`src/rtl/lowv_pkg.sv`:
```
package lowv_pkg;

    localparam int REG_W      = 8;
    localparam int FLAG_BIT   = 7;
    localparam int ACK_BIT    = 6;
    localparam int IRQEN_BIT  = 5;
    localparam int RSTEN_BIT  = 4;
    localparam int STOPEN_BIT = 3;
    localparam int DETEN_BIT  = 2;

    localparam logic RST_IRQEN  = 1'b0;
    localparam logic RST_RSTEN  = 1'b1;
    localparam logic RST_STOPEN = 1'b1;
    localparam logic RST_DETEN  = 1'b1;

    typedef enum logic {
        FL_CLEAR   = 1'b0,
        FL_TRIPPED = 1'b1
    } flag_state_e;

    typedef enum logic {
        LK_OPEN   = 1'b0,
        LK_SEALED = 1'b1
    } lock_state_e;

endpackage

```
`src/rtl/lowv_sync.sv`:
```
module lowv_sync #(
    parameter int STAGES = 2
) (
    input  logic clk,
    input  logic rst_n,
    input  logic async_in,
    output logic sync_out
);

    localparam int TOP = STAGES - 1;

    logic [TOP:0] chain_q;

    generate
        if (STAGES == 1) begin : g_single
            always_ff @(posedge clk or negedge rst_n) begin
                if (!rst_n) chain_q <= '0;
                else        chain_q <= async_in;
            end
        end else begin : g_multi
            always_ff @(posedge clk or negedge rst_n) begin
                if (!rst_n) chain_q <= '0;
                else        chain_q <= {chain_q[TOP-1:0], async_in};
            end
        end
    endgenerate

    assign sync_out = chain_q[TOP];

endmodule

```
`src/rtl/lowv_lock_fsm.sv`:
```
module lowv_lock_fsm
    import lowv_pkg::*;
(
    input  logic clk,
    input  logic rst_n,
    input  logic wr_stb,
    input  logic wr_det_en,
    input  logic wr_stop_en,
    output logic det_en,
    output logic stop_en
);

    lock_state_e state_q, state_d;

    // state register
    always_ff @(posedge clk or negedge rst_n) begin
        if (!rst_n) state_q <= LK_OPEN;
        else        state_q <= state_d;
    end

    // transition: seal on the first write
    always_comb begin
        state_d = state_q;
        unique case (state_q)
            LK_OPEN:   if (wr_stb) state_d = LK_SEALED;
            LK_SEALED: state_d = LK_SEALED;
        endcase
    end

    // outputs: enable bits load only while open
    always_ff @(posedge clk or negedge rst_n) begin
        if (!rst_n) begin
            det_en  <= RST_DETEN;
            stop_en <= RST_STOPEN;
        end else if (state_q == LK_OPEN && wr_stb) begin
            det_en  <= wr_det_en;
            stop_en <= wr_stop_en;
        end
    end

    // once sealed, both enables hold
    p_sealed_hold_r10: assert property (@(posedge clk) disable iff (!rst_n)
        (state_q == LK_SEALED) |=> ($stable(det_en) && $stable(stop_en)));

endmodule

```
`src/rtl/lowv_flag_fsm.sv`:
```
module lowv_flag_fsm
    import lowv_pkg::*;
(
    input  logic clk,
    input  logic rst_n,
    input  logic event_lvl,
    input  logic det_en,
    input  logic stop_en,
    input  logic stop_mode,
    input  logic rst_en,
    input  logic ack_wr,
    output logic flag,
    output logic rst_pulse
);

    flag_state_e state_q, state_d;
    logic        qualified;
    logic        trip;

    assign qualified = det_en && (!stop_mode || stop_en);
    assign trip      = qualified && event_lvl;

    // state register
    always_ff @(posedge clk or negedge rst_n) begin
        if (!rst_n) state_q <= FL_CLEAR;
        else        state_q <= state_d;
    end

    // transitions: trip and acknowledge (trip wins)
    always_comb begin
        state_d = state_q;
        unique case (state_q)
            FL_CLEAR:   if (trip)            state_d = FL_TRIPPED;
            FL_TRIPPED: if (ack_wr && !trip) state_d = FL_CLEAR;
        endcase
    end

    // outputs
    always_ff @(posedge clk or negedge rst_n) begin
        if (!rst_n) rst_pulse <= 1'b0;
        else        rst_pulse <= (state_q == FL_CLEAR) && trip && rst_en;
    end

    assign flag = (state_q == FL_TRIPPED);

    // a rise needs detect enable and the synchronized event
    p_rise_needs_enable_r4: assert property (@(posedge clk) disable iff (!rst_n)
        $rose(flag) |-> $past(det_en && event_lvl));

    // a rise in stop mode needs stop enable
    p_stop_gate_r9: assert property (@(posedge clk) disable iff (!rst_n)
        $rose(flag) |-> $past(!stop_mode || stop_en));

    // acknowledge without an event clears
    p_ack_clears_r5: assert property (@(posedge clk) disable iff (!rst_n)
        (flag && ack_wr && !event_lvl) |=> !flag);

    // reset request is one cycle and only with a flag rise
    p_rst_single_r8: assert property (@(posedge clk) disable iff (!rst_n)
        rst_pulse |=> !rst_pulse);
    p_rst_on_rise_r8: assert property (@(posedge clk) disable iff (!rst_n)
        rst_pulse |-> $rose(flag));

endmodule

```
`src/rtl/lowv_status_ctrl.sv`:
```
module lowv_status_ctrl
    import lowv_pkg::*;
#(
    parameter int SYNC_STAGES = 2
) (
    input  logic             clk,
    input  logic             rst_n,
    input  logic             bus_wr,
    input  logic [REG_W-1:0] bus_wdata,
    output logic [REG_W-1:0] bus_rdata,
    input  logic             stop_mode,
    input  logic             lv_event_async,
    output logic             irq_req,
    output logic             sys_rst_req
);

    logic event_sync;
    logic det_en, stop_en;
    logic irq_en_q, rst_en_q;
    logic flag;
    logic ack_wr;
    logic unused_wbits;

    assign unused_wbits = ^{bus_wdata[FLAG_BIT], bus_wdata[1:0]};
    assign ack_wr       = bus_wr && bus_wdata[ACK_BIT];

    lowv_sync #(.STAGES(SYNC_STAGES)) u_sync (
        .clk      (clk),
        .rst_n    (rst_n),
        .async_in (lv_event_async),
        .sync_out (event_sync)
    );

    lowv_lock_fsm u_lock (
        .clk        (clk),
        .rst_n      (rst_n),
        .wr_stb     (bus_wr),
        .wr_det_en  (bus_wdata[DETEN_BIT]),
        .wr_stop_en (bus_wdata[STOPEN_BIT]),
        .det_en     (det_en),
        .stop_en    (stop_en)
    );

    // freely writable enables
    always_ff @(posedge clk or negedge rst_n) begin
        if (!rst_n) begin
            irq_en_q <= RST_IRQEN;
            rst_en_q <= RST_RSTEN;
        end else if (bus_wr) begin
            irq_en_q <= bus_wdata[IRQEN_BIT];
            rst_en_q <= bus_wdata[RSTEN_BIT];
        end
    end

    lowv_flag_fsm u_flag (
        .clk       (clk),
        .rst_n     (rst_n),
        .event_lvl (event_sync),
        .det_en    (det_en),
        .stop_en   (stop_en),
        .stop_mode (stop_mode),
        .rst_en    (rst_en_q),
        .ack_wr    (ack_wr),
        .flag      (flag),
        .rst_pulse (sys_rst_req)
    );

    always_comb begin
        bus_rdata             = '0;
        bus_rdata[FLAG_BIT]   = flag;
        bus_rdata[IRQEN_BIT]  = irq_en_q;
        bus_rdata[RSTEN_BIT]  = rst_en_q;
        bus_rdata[STOPEN_BIT] = stop_en;
        bus_rdata[DETEN_BIT]  = det_en;
    end

    assign irq_req = flag && irq_en_q;

    // an interrupt request only with the flag set
    p_irq_needs_flag_r7: assert property (@(posedge clk) disable iff (!rst_n)
        irq_req |-> bus_rdata[FLAG_BIT]);

endmodule

```
`config.mk`:
```
export PLATFORM = sky130hd
export DESIGN_NAME = lowv_status_ctrl
export DESIGN_NICKNAME = d
export VERILOG_FILES = /design/src/rtl/lowv_pkg.sv /design/src/rtl/lowv_sync.sv /design/src/rtl/lowv_lock_fsm.sv /design/src/rtl/lowv_flag_fsm.sv /design/src/rtl/lowv_status_ctrl.sv
export SDC_FILE = /design/constraint.sdc
export NUM_CORES = 1
export LEC_CHECK = 0
export BUFFER_PORTS_ARGS = -buffer_cell sky130_fd_sc_hd__buf_2
export CORE_AREA = 2 2 39 41
export CTS_CLUSTER_SIZE = 24
export DETAILED_ROUTE_END_ITERATION = 12
export DIE_AREA = 0 0 41 43
export GPL_ROUTABILITY_DRIVEN = 0
export PLACE_DENSITY = 0.7
export SETUP_SLACK_MARGIN = 0.4
export SLEW_MARGIN = 0
export SYNTH_ARGS = -nofsm -noshare
export SYNTH_HDL_FRONTEND = slang
export SYNTH_SLANG_ARGS = --single-unit
```
`constraint.sdc`:
```
create_clock -name clk -period 1.3 [get_ports clk]
set_clock_uncertainty 0.05 [all_clocks]
set_input_delay 0.065 -clock clk [delete_from_list [all_inputs] [get_ports clk]]
set_output_delay 0.065 -clock clk [all_outputs]
set_load 0.05 [all_outputs]
```
==> flow_metrics.tcl <==
set metrics [dict create \
    status "finished, final reports clean" \
    min_from "bus_wr" \
    design_area_um2 654 \
    worstHoldPathCells 2 \
    vias 278 \
    worstRegToRegCells 2 \
    wire_per_inst_um 10.2 \
    placed_cells 56 \
    hold_violations 0 \
    slowest_delay_ns 0.57 \
    synth.ff_latch_count 9 \
    port_buffers 16 \
    p_switching_uw 269 \
    power.leakage_uw 0.000302 \
    io_pins 23 \
    rsz0062_at_grt "true" \
    synthCells 30 \
    postRouteAntennaNets 0 \
    yosys_warnings 0 \
    hold_path_class "input pin to flop" \
    synth_area_um2 403 \
    period_minus_slack_ns 1.08 \
    multiInputGateArea_um2 139 \
    layout-drive-gt1-share 0.648 \
    antenna_found_initial 0 \
    die_area_mm2 0.00176 \
    grt.overflow.total 0 \
    crit_family "flip-flops" \
    crit_required_ns 1.19 \
    grt_pass1_wl_um 952 \
    worst-path-buf-inv 1 \
    cpMaxStageDelayCell "dfstp_2" \
    insertion_delay_ns 0.25 \
    p_per_area_mw_per_mm2 1290 \
    hold_end "u_lock.state_q" \
    end_kind "output port" \
    placed_area_um2 459 \
    drc 0 \
    core_mm2 0.00138 \
    critPathMaxFanout 3 \
    p_sw_frac 0.317 \
    timing.fmax_mhz 922 \
    die_y_um 43 \
    cts_tree "yes" \
    rows 14 \
    power.share.clock 0.245 \
    rrSetupSlack_ns 0.27 \
    cts_root_buf "clkbuf_4" \
    layout.cells.non_filler 70 \
    syn2layout_area_growth_pct 62.4 \
    drt-total-wl_um 716 \
    h-tree-depth 1 \
    layout_common_cells "buf_2 (9), dlygate4sd3_1 (6), dfrtp_1 (6), buf_6 (6), buf_8 (4)" \
    start_util 0.291 \
    final_nets 68 \
    numCtsBuffers 3 \
    vias_per_cell 3.97 \
    timing.rr.end "u_flag.rst_pulse" \
    drtIter0Drc 1 \
    grt_max_degree 10 \
    avgSynthCellArea_um2 13.4 \
    fill_cells 138 \
    clk_pin_slew_ns 0.06 \
    crit_path_cell_trace "buf_8" \
    path_class "flop to output port" \
    fin_tns_setup_ns 0 \
    ctsLongestPathBuffers 2 \
    ys_types 13 \
    ir_drop_mv 0.437 \
    start_kind "flop" \
    final_common_cell "buf_2" \
    max-cap-violations 0 \
    arrival_ns 0.97 \
    fp.dieW_um 41 \
    combPwrFrac 0.358 \
    p_int_uw 578 \
    register_area_um2 229 \
    sequentialPowerShare 0.398 \
    fin_crit_sh 0.835 \
    setup_violations 0 \
    cts.sinks 9 \
    first_global_vias 252 \
    r2r_start "u_lock.det_en" \
    dr.pass1.iters 3 \
    seq_area_frac_synth 0.568 \
    n_antenna_cell 0 \
    track_usage 0.0843 \
    maxSlewViolCount 0 \
    post-route-util 0.473 \
]
[worst max-delay path by stage]
stage                  startpoint          endpoint  cells past startpoint
floorplan           u_lock.det_en  u_flag.rst_pulse                      2
global placement    u_lock.det_en  u_flag.rst_pulse                      2
detailed placement  u_lock.det_en  u_flag.rst_pulse                      2
CTS                 u_lock.det_en      bus_rdata[2]                      1
global route        u_lock.det_en      bus_rdata[2]                      1
finish              u_lock.det_en      bus_rdata[2]                      1
[through the flow]
step | worst slack [ns] | total power [uW] | hold slack, ns
finish | 0.215 | 847 | 0.0397
CTS | 0.200 | 817 | 0.0214
global placement | 0.325 | 522 | -0.127
global route | 0.185 | 887 | 0.0342
floorplan | 0.346 | 510 | -0.281
detailed placement | 0.317 | 525 | -0.126
[sequential cells by signal, indices dropped and copies added, names as in the netlist]
register / count
u_sync.chain_q: 2
irq_en_q: 1
rst_en_q: 1
u_flag.flag: 1
u_flag.rst_pulse: 1
u_lock.det_en: 1
u_lock.state_q: 1
u_lock.stop_en: 1
[metal layers]
metal  vias to the layer above  global-route usage  wire length (um)
met1                       130              0.0833               294
met5                         -                   0                 0
met2                        12               0.125               360
li1                        136                   -                 -
met3                         0              0.0471                60
met4                         0              0.0600                 0
[repair_timing]
action,4_1_cts,5_1_grt
resized for setup,18,5
setup endpoints to repair,10,11
pin swaps,1,2
setup buffers,2,2
endpoints found under the hold margin,14,0
hold buffers,6,0
[power groups by stage]
stage / logic (uW) / clock network, uW / registers (uW)
final: 303 / 207 / 337
after global routing: 316 / 232 / 338
after CTS: 261 / 220 / 336
after detailed placement: 189 / 0 / 335
after global placement: 188 / 0 / 334
after floorplan: 175 / 0 / 335
[layout make-up]
cell class                      instances  share of cell area
Timing Repair Buffer                   26               0.367
Sequential cell                         9               0.350
Multi-Input combinational cell         15               0.212
Tap cell                               16              0.0306
Clock buffer                            4              0.0402
[kinds of logic after synthesis]
family                 after synthesis  share of synthesized area
other                                1                    0.00931
buffers and inverters                8                      0.149
multiplexers                         4                      0.130
AO/OA/AOI/OAI                        1                     0.0217
AND/OR/NAND/NOR                      7                      0.121
flip-flops                           9                      0.568
[synth_stat cells, drive strengths merged]
| cell | count | share of area |
|---|---|---|
| or2 | 1 | 0.016 |
| o2bb2ai | 1 | 0.022 |
| and2 | 1 | 0.016 |
| conb | 1 | 0.0093 |
| mux2 | 4 | 0.13 |
| buf | 8 | 0.15 |
| dfstp | 3 | 0.20 |
| dfrtp | 6 | 0.37 |
| nand2 | 2 | 0.019 |
| nor4b | 1 | 0.022 |
| nor2b | 2 | 0.050 |
Power figures use the tool's default switching activity.
